File: config.mk
export PLATFORM = sky130hd
export DESIGN_NAME = ita_timebase
export DESIGN_NICKNAME = d
export VERILOG_FILES = /design/src/rtl/ita_pkg.sv /design/src/rtl/ita_cfg_latch.sv /design/src/rtl/ita_pix_div.sv /design/src/rtl/ita_line_ctr.sv /design/src/rtl/ita_phase_seq.sv /design/src/rtl/ita_timebase.sv
export SDC_FILE = /design/constraint.sdc
export NUM_CORES = 1
export LEC_CHECK = 0
export ABC_AREA = 1
export CORE_ASPECT_RATIO = 1.2
export CORE_MARGIN = 3
export CORE_UTILIZATION = 59
export CTS_CLUSTER_SIZE = 14
export DETAILED_ROUTE_END_ITERATION = 10
export GPL_TIMING_DRIVEN = 1
export HOLD_SLACK_MARGIN = 0.1
export PLACE_DENSITY_LB_ADDON = 0.1
export SLEW_MARGIN = 40
export SYNTH_ARGS = -nofsm -noshare
export SYNTH_HDL_FRONTEND = slang
export SYNTH_SLANG_ARGS = --single-unit
File: constraint.sdc
create_clock -name clk -period 6.2 [get_ports clk]
set_clock_uncertainty 0.2 [all_clocks]
set_input_delay 0.93 -clock clk [delete_from_list [all_inputs] [get_ports clk]]
set_output_delay 0.93 -clock clk [all_outputs]
set_load 0.01 [all_outputs]
File: src/rtl/ita_pkg.sv
// Package: shared types and helpers for the alternating line timebase.
// Assumes: nothing beyond standard SystemVerilog.
package ita_pkg;

    // Which timebase the current line uses.
    typedef enum logic {
        PH_SLOW = 1'b0,
        PH_FAST = 1'b1
    } phase_e;

endpackage

File: src/rtl/ita_cfg_latch.sv
// Module: ita_cfg_latch
// Holds the configuration used by the current fast/slow pair. It clamps
// the zero values, raises the fast divider so that the kept-line period
// is at least MIN_KEEP cycles, and takes new values during reset or
// when load_i is high.
// Assumes: MIN_KEEP fits in DIV_W bits; load_i is high only on the
// cycle that ends a kept line.
module ita_cfg_latch #(
    parameter int DIV_W    = 4,
    parameter int LEN_W    = 8,
    parameter int ITA_W    = 3,
    parameter int MIN_KEEP = 6,
    localparam int SDIV_W  = DIV_W + ITA_W
) (
    input  logic              clk,
    input  logic              rst_n,
    input  logic              load_i,
    input  logic [DIV_W-1:0]  base_div_i,
    input  logic [LEN_W-1:0]  line_len_i,
    input  logic [ITA_W-1:0]  ita_i,
    output logic [SDIV_W-1:0] fast_div_o,
    output logic [SDIV_W-1:0] slow_div_o,
    output logic [LEN_W-1:0]  last_pix_o,
    output logic              split_o,
    output logic              split_next_o
);

    logic [SDIV_W-1:0] ita_eff;
    logic [SDIV_W-1:0] base_eff;
    logic [SDIV_W-1:0] min_fast;
    logic [SDIV_W-1:0] fast_new;
    logic [SDIV_W-1:0] slow_new;
    logic [LEN_W-1:0]  last_new;

    // Purpose: clamp the inputs and derive the divider pair they ask for.
    always_comb begin
        ita_eff  = (ita_i == '0) ? SDIV_W'(1) : SDIV_W'(ita_i);
        base_eff = (base_div_i == '0) ? SDIV_W'(1) : SDIV_W'(base_div_i);
        min_fast = (SDIV_W'(MIN_KEEP) + ita_eff - SDIV_W'(1)) / ita_eff;
        fast_new = (base_eff > min_fast) ? base_eff : min_fast;
        slow_new = fast_new * ita_eff;
        last_new = (line_len_i == '0) ? '0 : line_len_i - LEN_W'(1);
    end

    assign split_next_o = (ita_eff > SDIV_W'(1));

    // Purpose: take the derived configuration during reset or at a pair start.
    always_ff @(posedge clk) begin
        if (!rst_n || load_i) begin
            fast_div_o <= fast_new;
            slow_div_o <= slow_new;
            last_pix_o <= last_new;
            split_o    <= split_next_o;
        end
    end

    // the kept-line pixel period never drops below the storage limit
    assert_keep_period_min_R3: assert property (@(posedge clk) disable iff (!rst_n)
        slow_div_o >= SDIV_W'(MIN_KEEP));

    // the slow period is a whole multiple of the fast period
    assert_slow_multiple_R4: assert property (@(posedge clk) disable iff (!rst_n)
        (slow_div_o % fast_div_o) == '0);

    // the configuration holds still unless a pair start loads it
    assert_cfg_hold_R9: assert property (@(posedge clk) disable iff (!rst_n)
        !load_i |=> ($stable(slow_div_o) && $stable(fast_div_o) && $stable(last_pix_o)));

endmodule

File: src/rtl/ita_pix_div.sv
// Module: ita_pix_div
// Free-running pixel divider. It raises pix_en_o on the last cycle of
// each period of period_i cycles.
// Assumes: period_i is at least 1 and changes only on the cycle after
// pix_en_o, so a period is never cut short.
module ita_pix_div #(
    parameter int SDIV_W = 7
) (
    input  logic              clk,
    input  logic              rst_n,
    input  logic [SDIV_W-1:0] period_i,
    output logic              pix_en_o
);

    logic [SDIV_W-1:0] div_cnt;

    assign pix_en_o = (div_cnt == period_i - SDIV_W'(1));

    // Purpose: count the cycles in a pixel period and wrap at its end.
    always_ff @(posedge clk) begin
        if (!rst_n || pix_en_o) begin
            div_cnt <= '0;
        end else begin
            div_cnt <= div_cnt + SDIV_W'(1);
        end
    end

    // the counter stays inside the period chosen for the current line
    assert_div_in_range_R4: assert property (@(posedge clk) disable iff (!rst_n)
        div_cnt < period_i);

endmodule

File: src/rtl/ita_line_ctr.sv
// Module: ita_line_ctr
// Counts the pixels of a line. It flags the last pixel enable of the
// line and marks the first cycle of each line, which is the transfer
// pulse.
// Assumes: last_pix_i changes only on the cycle after a line end.
module ita_line_ctr #(
    parameter int LEN_W = 8
) (
    input  logic             clk,
    input  logic             rst_n,
    input  logic             pix_en_i,
    input  logic [LEN_W-1:0] last_pix_i,
    output logic             line_end_o,
    output logic             first_pix_o,
    output logic             tg_pulse_o
);

    logic [LEN_W-1:0] pix_cnt;
    logic             first_q;

    assign line_end_o  = pix_en_i && (pix_cnt == last_pix_i);
    assign first_pix_o = (pix_cnt == '0);
    assign tg_pulse_o  = first_q;

    // Purpose: advance the pixel index on each pixel enable, wrap at line end.
    always_ff @(posedge clk) begin
        if (!rst_n || line_end_o) begin
            pix_cnt <= '0;
        end else if (pix_en_i) begin
            pix_cnt <= pix_cnt + LEN_W'(1);
        end
    end

    // Purpose: mark the first cycle of the next line after reset or a line end.
    always_ff @(posedge clk) begin
        if (!rst_n) begin
            first_q <= 1'b1;
        end else begin
            first_q <= line_end_o;
        end
    end

    // the pixel index never runs past the last pixel of the line
    assert_pix_in_line_R8: assert property (@(posedge clk) disable iff (!rst_n)
        pix_cnt <= last_pix_i);

    // a line end is always followed by a transfer pulse
    assert_tg_after_end_R7: assert property (@(posedge clk) disable iff (!rst_n)
        line_end_o |=> tg_pulse_o);

endmodule

File: src/rtl/ita_phase_seq.sv
// Module: ita_phase_seq
// Steps the line phase: a fast line is followed by a slow line, and a
// slow line is followed by a new pair, which starts fast only when the
// new ratio is above 1. It asks for a configuration load at each pair
// start.
// Assumes: line_end_i is a one-cycle strobe on the last pixel of a line.
module ita_phase_seq
    import ita_pkg::*;
(
    input  logic   clk,
    input  logic   rst_n,
    input  logic   line_end_i,
    input  logic   split_i,
    input  logic   split_next_i,
    output phase_e phase_o,
    output logic   load_o
);

    assign load_o = line_end_i && (phase_o == PH_SLOW);

    // Purpose: choose the timebase of the next line at each line end.
    always_ff @(posedge clk) begin
        if (!rst_n) begin
            phase_o <= split_next_i ? PH_FAST : PH_SLOW;
        end else if (line_end_i) begin
            if (phase_o == PH_FAST) begin
                phase_o <= PH_SLOW;
            end else begin
                phase_o <= split_next_i ? PH_FAST : PH_SLOW;
            end
        end
    end

    // a discard line is always followed by a kept line
    assert_fast_then_slow_R5: assert property (@(posedge clk) disable iff (!rst_n)
        (line_end_i && phase_o == PH_FAST) |=> (phase_o == PH_SLOW));

    // with alternation off, every line runs on the slow timebase
    assert_no_split_slow_R6: assert property (@(posedge clk) disable iff (!rst_n)
        !split_i |-> (phase_o == PH_SLOW));

    // the phase moves only at a line boundary
    assert_phase_hold_R7: assert property (@(posedge clk) disable iff (!rst_n)
        !line_end_i |=> $stable(phase_o));

endmodule

File: src/rtl/ita_timebase.sv
// Module: ita_timebase (top)
// Alternating fast/slow line timebase for a line-scan sensor. It ties
// together the configuration latch, the pixel divider, the line counter
// and the phase sequencer, and it drives the sensor timing strobes.
// Assumes: synchronous active-low reset held for at least one edge.
module ita_timebase
    import ita_pkg::*;
#(
    parameter int DIV_W    = 4,
    parameter int LEN_W    = 8,
    parameter int ITA_W    = 3,
    parameter int MIN_KEEP = 6
) (
    input  logic             clk,
    input  logic             rst_n,
    input  logic [DIV_W-1:0] base_div_i,
    input  logic [LEN_W-1:0] line_len_i,
    input  logic [ITA_W-1:0] ita_i,
    output logic             pix_en_o,
    output logic             tg_pulse_o,
    output logic             discard_o,
    output logic             line_start_o
);

    localparam int SDIV_W = DIV_W + ITA_W;

    logic [SDIV_W-1:0] fast_div;
    logic [SDIV_W-1:0] slow_div;
    logic [SDIV_W-1:0] cur_period;
    logic [LEN_W-1:0]  last_pix;
    logic              split_q;
    logic              split_next;
    logic              load;
    logic              line_end;
    logic              first_pix;
    phase_e            phase;

    ita_cfg_latch #(
        .DIV_W    (DIV_W),
        .LEN_W    (LEN_W),
        .ITA_W    (ITA_W),
        .MIN_KEEP (MIN_KEEP)
    ) cfg_i (
        .clk          (clk),
        .rst_n        (rst_n),
        .load_i       (load),
        .base_div_i   (base_div_i),
        .line_len_i   (line_len_i),
        .ita_i        (ita_i),
        .fast_div_o   (fast_div),
        .slow_div_o   (slow_div),
        .last_pix_o   (last_pix),
        .split_o      (split_q),
        .split_next_o (split_next)
    );

    // Purpose: pick the pixel period of the timebase in use on this line.
    always_comb begin
        cur_period = (phase == PH_FAST) ? fast_div : slow_div;
    end

    ita_pix_div #(
        .SDIV_W (SDIV_W)
    ) div_i (
        .clk      (clk),
        .rst_n    (rst_n),
        .period_i (cur_period),
        .pix_en_o (pix_en_o)
    );

    ita_line_ctr #(
        .LEN_W (LEN_W)
    ) line_i (
        .clk         (clk),
        .rst_n       (rst_n),
        .pix_en_i    (pix_en_o),
        .last_pix_i  (last_pix),
        .line_end_o  (line_end),
        .first_pix_o (first_pix),
        .tg_pulse_o  (tg_pulse_o)
    );

    ita_phase_seq seq_i (
        .clk          (clk),
        .rst_n        (rst_n),
        .line_end_i   (line_end),
        .split_i      (split_q),
        .split_next_i (split_next),
        .phase_o      (phase),
        .load_o       (load)
    );

    assign discard_o    = (phase == PH_FAST);
    assign line_start_o = pix_en_o && first_pix;

    // the discard flag changes only on a transfer-pulse cycle
    assert_discard_on_tg_R7: assert property (@(posedge clk) disable iff (!rst_n)
        !tg_pulse_o |-> (discard_o == (phase == PH_FAST)) ##0 1'b1 |=> (tg_pulse_o || $stable(discard_o)));

    // the line-start strobe comes only with a pixel enable
    assert_start_with_pix_R8: assert property (@(posedge clk) disable iff (!rst_n)
        line_start_o |-> pix_en_o);

    // a configuration load happens only at the end of a kept line
    assert_load_after_keep_R9: assert property (@(posedge clk) disable iff (!rst_n)
        load |-> (line_end && !discard_o));

endmodule

Word level (Yosys, flattened, before mapping) --
Cells that the tools add are included.
Storage, ports and cells: input bits 17, flip-flop bits (word level) 39, logic and storage cells 40
Cells by class: bitwise gates (word level) 1, eq/ne operators 3, $mul 1, add/subtract/negate cells 6, mux-type cells 8, reduce and logical (&&, ||, !) cells 11, $lt $le $gt $ge 2, div/mod/pow operators 1
Operators with widths (number):
- logical NOT 8 bit | 2
- two-way mux 7 bit | 2
- subtractor 7 x 1 -> 7 bit, second input constant | 2
- adder 8 x 1 -> 8 bit, second input constant | 1
- equality test 8 bit | 1
- subtractor 8 x 1 -> 8 bit, second input constant | 1
- adder 3 x 7 -> 7 bit, first input constant | 1
- adder 7 x 1 -> 7 bit, second input constant | 1
- divider 7 x 7 -> 7 bit | 1
- equality test 7 bit | 1
- greater-than comparator 7 x 1 -> 1 bit, second input constant | 1
- greater-than comparator 7 bit | 1
- multiplier 7 x 7 -> 7 bit | 1
- logical NOT 4 bit | 1
- two-way mux 1 bit | 4
- two-way mux 4 bit | 1
- logical AND 1 bit | 3
- logical NOT 3 bit | 1
- logical OR 1 bit | 3
- two-way mux 3 bit | 1
- inequality test 2 x 1 -> 1 bit, second input constant | 1
- logical NOT 1 bit | 1
- inverter 1 bit | 1

Depth between registers and ports, before layout --
Gate-level depths: netlist of the first run.
word-level depth 8, mapped depth 27

Modules after synthesis --
A second synthesis of the first run with hierarchy kept.
Unflattened totals: cells, all modules 392, area total of the unflattened synthesis 2974.1 µm²
By module, submodules not included:
- ita_cfg_latch | area an instance 1639.1 µm², times used 1, cells an instance 180, seq. area each 690.7 µm²
- ita_line_ctr | area an instance 633.1 µm², times used 1, cells an instance 99, seq. area each 180.2 µm²
- ita_pix_div | area an instance 546.8 µm², times used 1, cells an instance 82, seq. area each 140.1 µm²
- ita_timebase | area an instance 101.3 µm², times used 1, cells an instance 25, seq. area each 0.0 µm²
- ita_phase_seq | area an instance 53.8 µm², times used 1, cells an instance 6, seq. area each 30.0 µm²

Worst setup path before layout of the first run --
OpenSTA, ideal clock, no wires.
kind input -> register, start point input port ita_i[2], end point register cfg_i.slow_div_o[6] (data pin), data arrival time 4.995 ns, required time 5.737 ns, path buffers 0, setup slack 0.742 ns, library setup time 0.263 ns, stages 25, path through nor2_1 > nor2_1 > inv_1 > ha_1 > o211ai_1 > nor2_1 > nand2_1 > inv_2 > or2_2 > o21ai_2 > ha_1 > nand2_1 > nor2_1 > nor3_1 > nand2_1 > o21ai_0 > nor2_1 > fa_1 > ha_1 > inv_1 > fa_1 > o21ai_0 > a21oi_1 > xor2_1 > xor2_1
Between the ends: longest elaborated chain between the ends 8
Ends and longest elaborated chain:
- from (decl) | RTL line ita_timebase.sv:18 | input logic [ITA_W-1:0] ita_i,
- logical NOT 3 bit | RTL line ita_cfg_latch.sv:37 | ita_eff = (ita_i == '0) ? SDIV_W'(1) : SDIV_W'(ita_i);
- two-way mux 3 bit (*) | RTL line ita_cfg_latch.sv:37
- adder 3 x 7 -> 7 bit | RTL line ita_cfg_latch.sv:39 | min_fast = (SDIV_W'(MIN_KEEP) + ita_eff - SDIV_W'(1)) / ita_eff;
- subtractor 7 x 1 -> 7 bit | RTL line ita_cfg_latch.sv:39
- divider 7 x 7 -> 7 bit (*) | RTL line ita_cfg_latch.sv:39
- greater-than comparator 7 bit | RTL line ita_cfg_latch.sv:40 | fast_new = (base_eff > min_fast) ? base_eff : min_fast;
- two-way mux 7 bit (*) | RTL line ita_cfg_latch.sv:40
- net cfg_i.fast_new[6] | RTL line ita_cfg_latch.sv:31 | logic [SDIV_W-1:0] fast_new;
- multiplier 7 x 7 -> 7 bit (*) | RTL line ita_cfg_latch.sv:41 | slow_new = fast_new * ita_eff;
- net cfg_i.slow_new[6] | RTL line ita_cfg_latch.sv:32 | logic [SDIV_W-1:0] slow_new;
- to (signal assigned) | RTL line ita_cfg_latch.sv:51 | slow_div_o <= slow_new;
- to (decl) | RTL line ita_cfg_latch.sv:22 | output logic [SDIV_W-1:0] slow_div_o,
The timed path passes the listed nets; every way through them passes the cells marked *. A chain may end at the register's enable or synchronous reset.

Worst setup path after layout of the first run --
start point input port ita_i[1], end point register cfg_i.slow_div_o[6] (data pin)
Same word-level chain as after synthesis.

==> impl_metrics.ini, run 1 <==
[setup_path]
slowest_delay_ns = 0.54
crit_path_frequent_cell = nor2_1
crit_buf_inv = 5
criticalPathCategory = in2reg
cp.arrival_ns = 5.47
worstPathRequired_ns = 6.04
end_kind = flip-flop
path_delay_family = adder cells
slowest_stage = fa_1
startpoint_type = input pin
worstPathMaxFanout = 7

[power]
irDropWorstVdd_mv = 0.1030
power_density_nw_per_um2 = 208.6
finalPower_mw = 0.6803
p_leak_nw = 1.518

[placed_design]
io_buffer_count = 20
placed_cells = 456
gp_congestion = 0.9328
dpl_cell_area_um2 = 3143
hpwl_mm = 4.037

[run]
maxCapViolations = 0

[clock_network]
post_cts_buffers = 0
hold_buffers = 0
root_buffer = clkbuf_8
numClockSinks = 39
clk_latency_ns = 0.29
cts_max_level = 2
cts_made_buffers = 5
cts_max_path_buffers = 2
clk_pin_slew_ns = 0.08
cts_tree = done

[logic_synthesis]
ys_types = 30
netlist_instances = 384
syn_area_per_cell_um2 = 7.533
synth_seq_cells = 39
syn-num-nets = 425
synth_area_um2 = 2893
ys_seq_area_share_pct = 34.95
yosys_warnings = 0

[routing]
wl_met2_mm = 2.339
drt-pass1-iter-count = 4
wl_per_cell_um = 10.83
routed_via_density = 4.987
wl_met1_mm = 2.387
drc = 0
vias = 2314
detail-route-antenna-nets = 0
drt_wl_total_mm = 5.023
drt-initial-drc-count = 125
dr_wl_met3_um = 180
topRoutingLayerUsed = met4

[layout]
nNetsFinal = 446
final_cell_mix = nand2_1 (90), inv_1 (62), nor2_1 (37)
final_common_cell = nand2_1
final_cells = 464
multi_input_area_um2 = 1598
num_antenna_cells = 0
drive_gt1_share_pct = 11.08
fillers = 389
stdcell_area_um2 = 3262
seqCellArea_um2 = 1011
area_delta_synth_final_pct = 12.76

[global_routing]
antenna_found_initial = 0
grt-ovfl-total = 0
grt_pass1_vias = 2005
grt_pass1_wl_mm = 8.597
grt_max_degree = 23
track_usage_pct = 18.53

[timing]
relSlewSlack_pct = 56.79
hold_violations = 0
setup_violations = 0
post-route-period-util_pct = 90.84
fin_crit_ns = 5.632
rsz0062_at_grt = false
tightestPinTransition_ns = 0.6457
timing.fmax_mhz = 177.5
drv_slew = 0
setup_tns_ns = 0

[outcome]
status = finished, final reports clean

[die]
dieArea_um2 = 5783
die_height_um = 82.71
fp-row-count = 27
die_w_um = 69.92
ios = 21
start_util_pct = 62.05
coreArea_um2 = 4662

[hold_path]
min_path_type = reg2reg
metrics by stage:
step	util [%]	worst slack (ns)	hold WS [ns]
2_1_floorplan	-	0.7421	0.2411
3_3_place_gp	67.26	0.1935	0.2683
3_5_place_dp	67.42	0.01533	0.2713
4_1_cts	69.73	0.3326	0.2913
5_1_grt	69.97	0.1249	0.3319
6_report	69.97	0.5676	0.2928
registers in the layout (all words and copies together), names as in the netlist:
signal / cells
cfg_i.fast_div_o: 7
cfg_i.last_pix_o: 8
cfg_i.slow_div_o: 7
div_i.div_cnt: 7
line_i.pix_cnt: 8
line_i.tg_pulse_o: 1
seq_i.phase_o: 1
power by group:
part | total [mW] | switching [mW] | internal (mW)
registers | 0.313 | 0.0129 | 0.300
logic | 0.176 | 0.107 | 0.0697
clock network | 0.191 | 0.0879 | 0.104
final cells by class:
class	instances	area share, %
clock inverter	2	0.4219
clock buffer	6	2.877
multi-input combinational	270	48.98
tap	58	2.225
timing repair buffer	23	6.904
sequential	39	30.99
inverter	66	7.595
path summary, 6_finish.rpt:
kind                     from                   to  slack [ns]  cells after the start
min          div_i.div_cnt[0]     div_i.div_cnt[0]        0.29                      1
min reg2reg  div_i.div_cnt[0]     div_i.div_cnt[0]        0.29                      1
max reg2reg     seq_i.phase_o  cfg_i.fast_div_o[2]        2.69                     13
max                  ita_i[1]  cfg_i.slow_div_o[6]        0.57                     25
cells in the mapped netlist:
library cell	number	area [um^2]
nand3_2	1	10.01
nand2_2	9	56.30
nand3_1	29	145.1
o21ai_0	8	40.04
or2_2	6	37.54
nor3_1	6	30.03
nand2_1	91	341.6
fa_1	5	100.1
xnor2_1	9	78.83
a31oi_1	1	6.260
nand4_1	3	18.77
o211ai_1	2	15.01
nor2_4	2	22.52
nand2_4	4	45.04
nor2_1	38	142.6
a21oi_1	16	80.08
inv_2	4	15.01
dfxtp_1	16	320.3
o21ai_2	3	26.28
o2bb2ai_1	1	8.760
ha_1	19	237.7
clkbuf_1	6	22.52
buf_6	3	33.78
nor4_1	1	6.260
a22oi_1	1	7.510
inv_1	62	232.7
o21ai_1	2	10.01
nor2_2	1	6.260
edfxtp_1	23	690.7
xor2_1	12	105.1
kinds of logic (layout without fill, tap and decap cells):
| kind of cell | count (synthesis) | after routing | share of synthesized area (%) |
|---|---|---|---|
| simple gates | 191 | 191 | 29.80 |
| buf+inv | 75 | 97 | 10.51 |
| flops | 39 | 39 | 34.95 |
| compound gates | 34 | 34 | 6.705 |
| fa+ha+maj | 24 | 24 | 11.68 |
| xor+xnor | 21 | 21 | 6.358 |
timing repair:
action | CTS | global route
endpoints found under the setup margin | 0 | 1
resized for setup | 0 | 5
endpoints found under the hold margin | 0 | 0
metal layers:
metal | GRT usage (%) | vias to the layer above
met1 | 23.46 | 1001
li1 | - | 1250
met4 | 6.705 | 0
met5 | 0 | -
met2 | 32.23 | 53
met3 | 3.027 | 10
worst register-to-register path, stage by stage (launching register included):
cell	delay [ns]
edfxtp_1	0.71
inv_2	0.25
nand2_4	0.14
nand2_4	0.07
ha_1	0.24
nand3_1	0.18
nand2_1	0.07
nand2_1	0.06
nand2_1	0.04
nor2_1	0.09
nand2_1	0.09
nor2_4	0.26
nand3_2	0.18
o21ai_4	0.55
Note: power is estimated with default switching activity, not from simulation.
==> run 2, diff against run 1 <==
- CORE_UTILIZATION: 59 -> 60
- clock period: 6.2 -> 7.1 ns (I/O delays scaled with it)
==> run 2 against run 1 <==
Total power fell by 16%. Highest routed layer unchanged. Design area fell by 1.8%. Largest cell class unchanged. Wire length rose by 6.8%.
==> impl_metrics.ini, run 2 (synthesis results as in run 1) <==
[outcome]
status = finished, final reports clean

[die]
die_height_um = 82.06
die_w_um = 69.39
coreArea_um2 = 4628
dieArea_um2 = 5694
start_util_pct = 62.50
ios = 21
fp-row-count = 27

[hold_path]
min_path_type = reg2reg

[global_routing]
track_usage_pct = 20.02
antenna_found_initial = 0
grt_pass1_vias = 2155
grt_pass1_wl_mm = 9.190
grt_max_degree = 23
grt-ovfl-total = 0

[placed_design]
io_buffer_count = 20
hpwl_mm = 4.284
pre_cts_ws_ns = 0.1896
gp_congestion = 0.8719

[timing]
relSlewSlack_pct = 55.89
tightestPinTransition_ns = 0.6591
setup_tns_ns = 0
setup_violations = 0
rsz0062_at_grt = false
timing.fmax_mhz = 150.4
hold_violations = 0
fin_crit_ns = 6.650
post-route-period-util_pct = 93.66
drv_slew = 0
worst_slack_ns = 0.4505

[setup_path]
worstPathRequired_ns = 6.94
cp.arrival_ns = 6.49
end_kind = flip-flop
startpoint_type = input pin
slowest_stage = clkdlybuf4s50_1
slowest_delay_ns = 0.65
worstPathMaxFanout = 9
criticalPathCategory = in2reg
crit_path_frequent_cell = nor2_1

[layout]
fillers = 405
nNetsFinal = 443
num_antenna_cells = 0
area_delta_synth_final_pct = 10.77
drive_gt1_share_pct = 9.429
final_common_cell = nand2_1
final_cell_mix = nand2_1 (91), inv_1 (62), nor2_1 (38)
top_regs = cfg_i.last_pix_o (8), line_i.pix_cnt (8)

[clock_network]
numClockSinks = 39
clk_latency_ns = 0.29
cts_max_path_buffers = 2
cts_resized = 0
post_cts_buffers = 0
hold_buffers = 0
cts_tree = done
clk_pin_slew_ns = 0.08
cts_max_level = 2
root_buffer = clkbuf_8
cts_made_buffers = 5

[routing]
drt-initial-drc-count = 134
drt-pass1-iter-count = 6
wl_per_cell_um = 11.64
drc = 0
drt_wl_total_mm = 5.364
detail-route-antenna-nets = 0
vias = 2369
routed_via_density = 5.139

[power]
power_density_nw_per_um2 = 178.3
irDropWorstVdd_mv = 0.09558
p_leak_nw = 1.482

[run]
maxCapViolations = 0
[run 2: through the flow]
step                power (mW)  hold slack [ns]  instance area [um^2]  instances  util, %
global placement        0.4250           0.2612                  3113        453    67.26
finish                  0.5713           0.2855                  3204        461    69.23
CTS                     0.5763           0.2873                  3204        461    69.23
global route            0.6099           0.3069                  3204        461    69.23
detailed placement      0.4314           0.2677                  3120        453    67.42
floorplan               0.3908           0.2411                  2893        384        -
[run 2: path summary, 6_finish.rpt]
check / start / endpoint / slack (ns) / cells past startpoint
setup / recovery: ita_i[1] / cfg_i.slow_div_o[6] / 0.45 / 26
hold / removal: div_i.div_cnt[0] / div_i.div_cnt[0] / 0.29 / 1
setup reg to reg: seq_i.phase_o / cfg_i.fast_div_o[4] / 3.57 / 13
hold reg to reg: div_i.div_cnt[0] / div_i.div_cnt[0] / 0.29 / 1
[run 2: cell type report]
class                      instances  area (um^2)  share of cell area [%]
clock buffer                       6        72.57                   2.265
tap                               58        72.57                   2.265
inverter                          66        247.7                   7.731
timing repair buffer              20        200.2                   6.248
multi-input combinational        270         1589                   49.59
clock inverter                     2        11.26                  0.3514
sequential                        39         1011                   31.55
[run 2: power by group]
part           leakage (nW)  total [mW]  switching, mW  internal, mW
Clock                0.0455       0.145         0.0762        0.0689
Combinational          1.08       0.153         0.0941        0.0588
Sequential            0.354       0.273         0.0116         0.262
[run 2: metal layers]
layer | wire length [um] | GRT usage, %
met5 | 0 | 0
met4 | 102 | 9.375
met3 | 223 | 3.182
met2 | 2672 | 35.78
met1 | 2366 | 23.75
[run 2: worst max-delay path: cells and delay by family]
kind                     cells  cell delay [ns]
adder cells (fa/ha/maj)      5             1.67
AND/OR/NAND/NOR             10             1.63
buffers and inverters        4             0.90
AO/OA/AOI/OAI                5             0.91
XOR/XNOR                     2             0.31
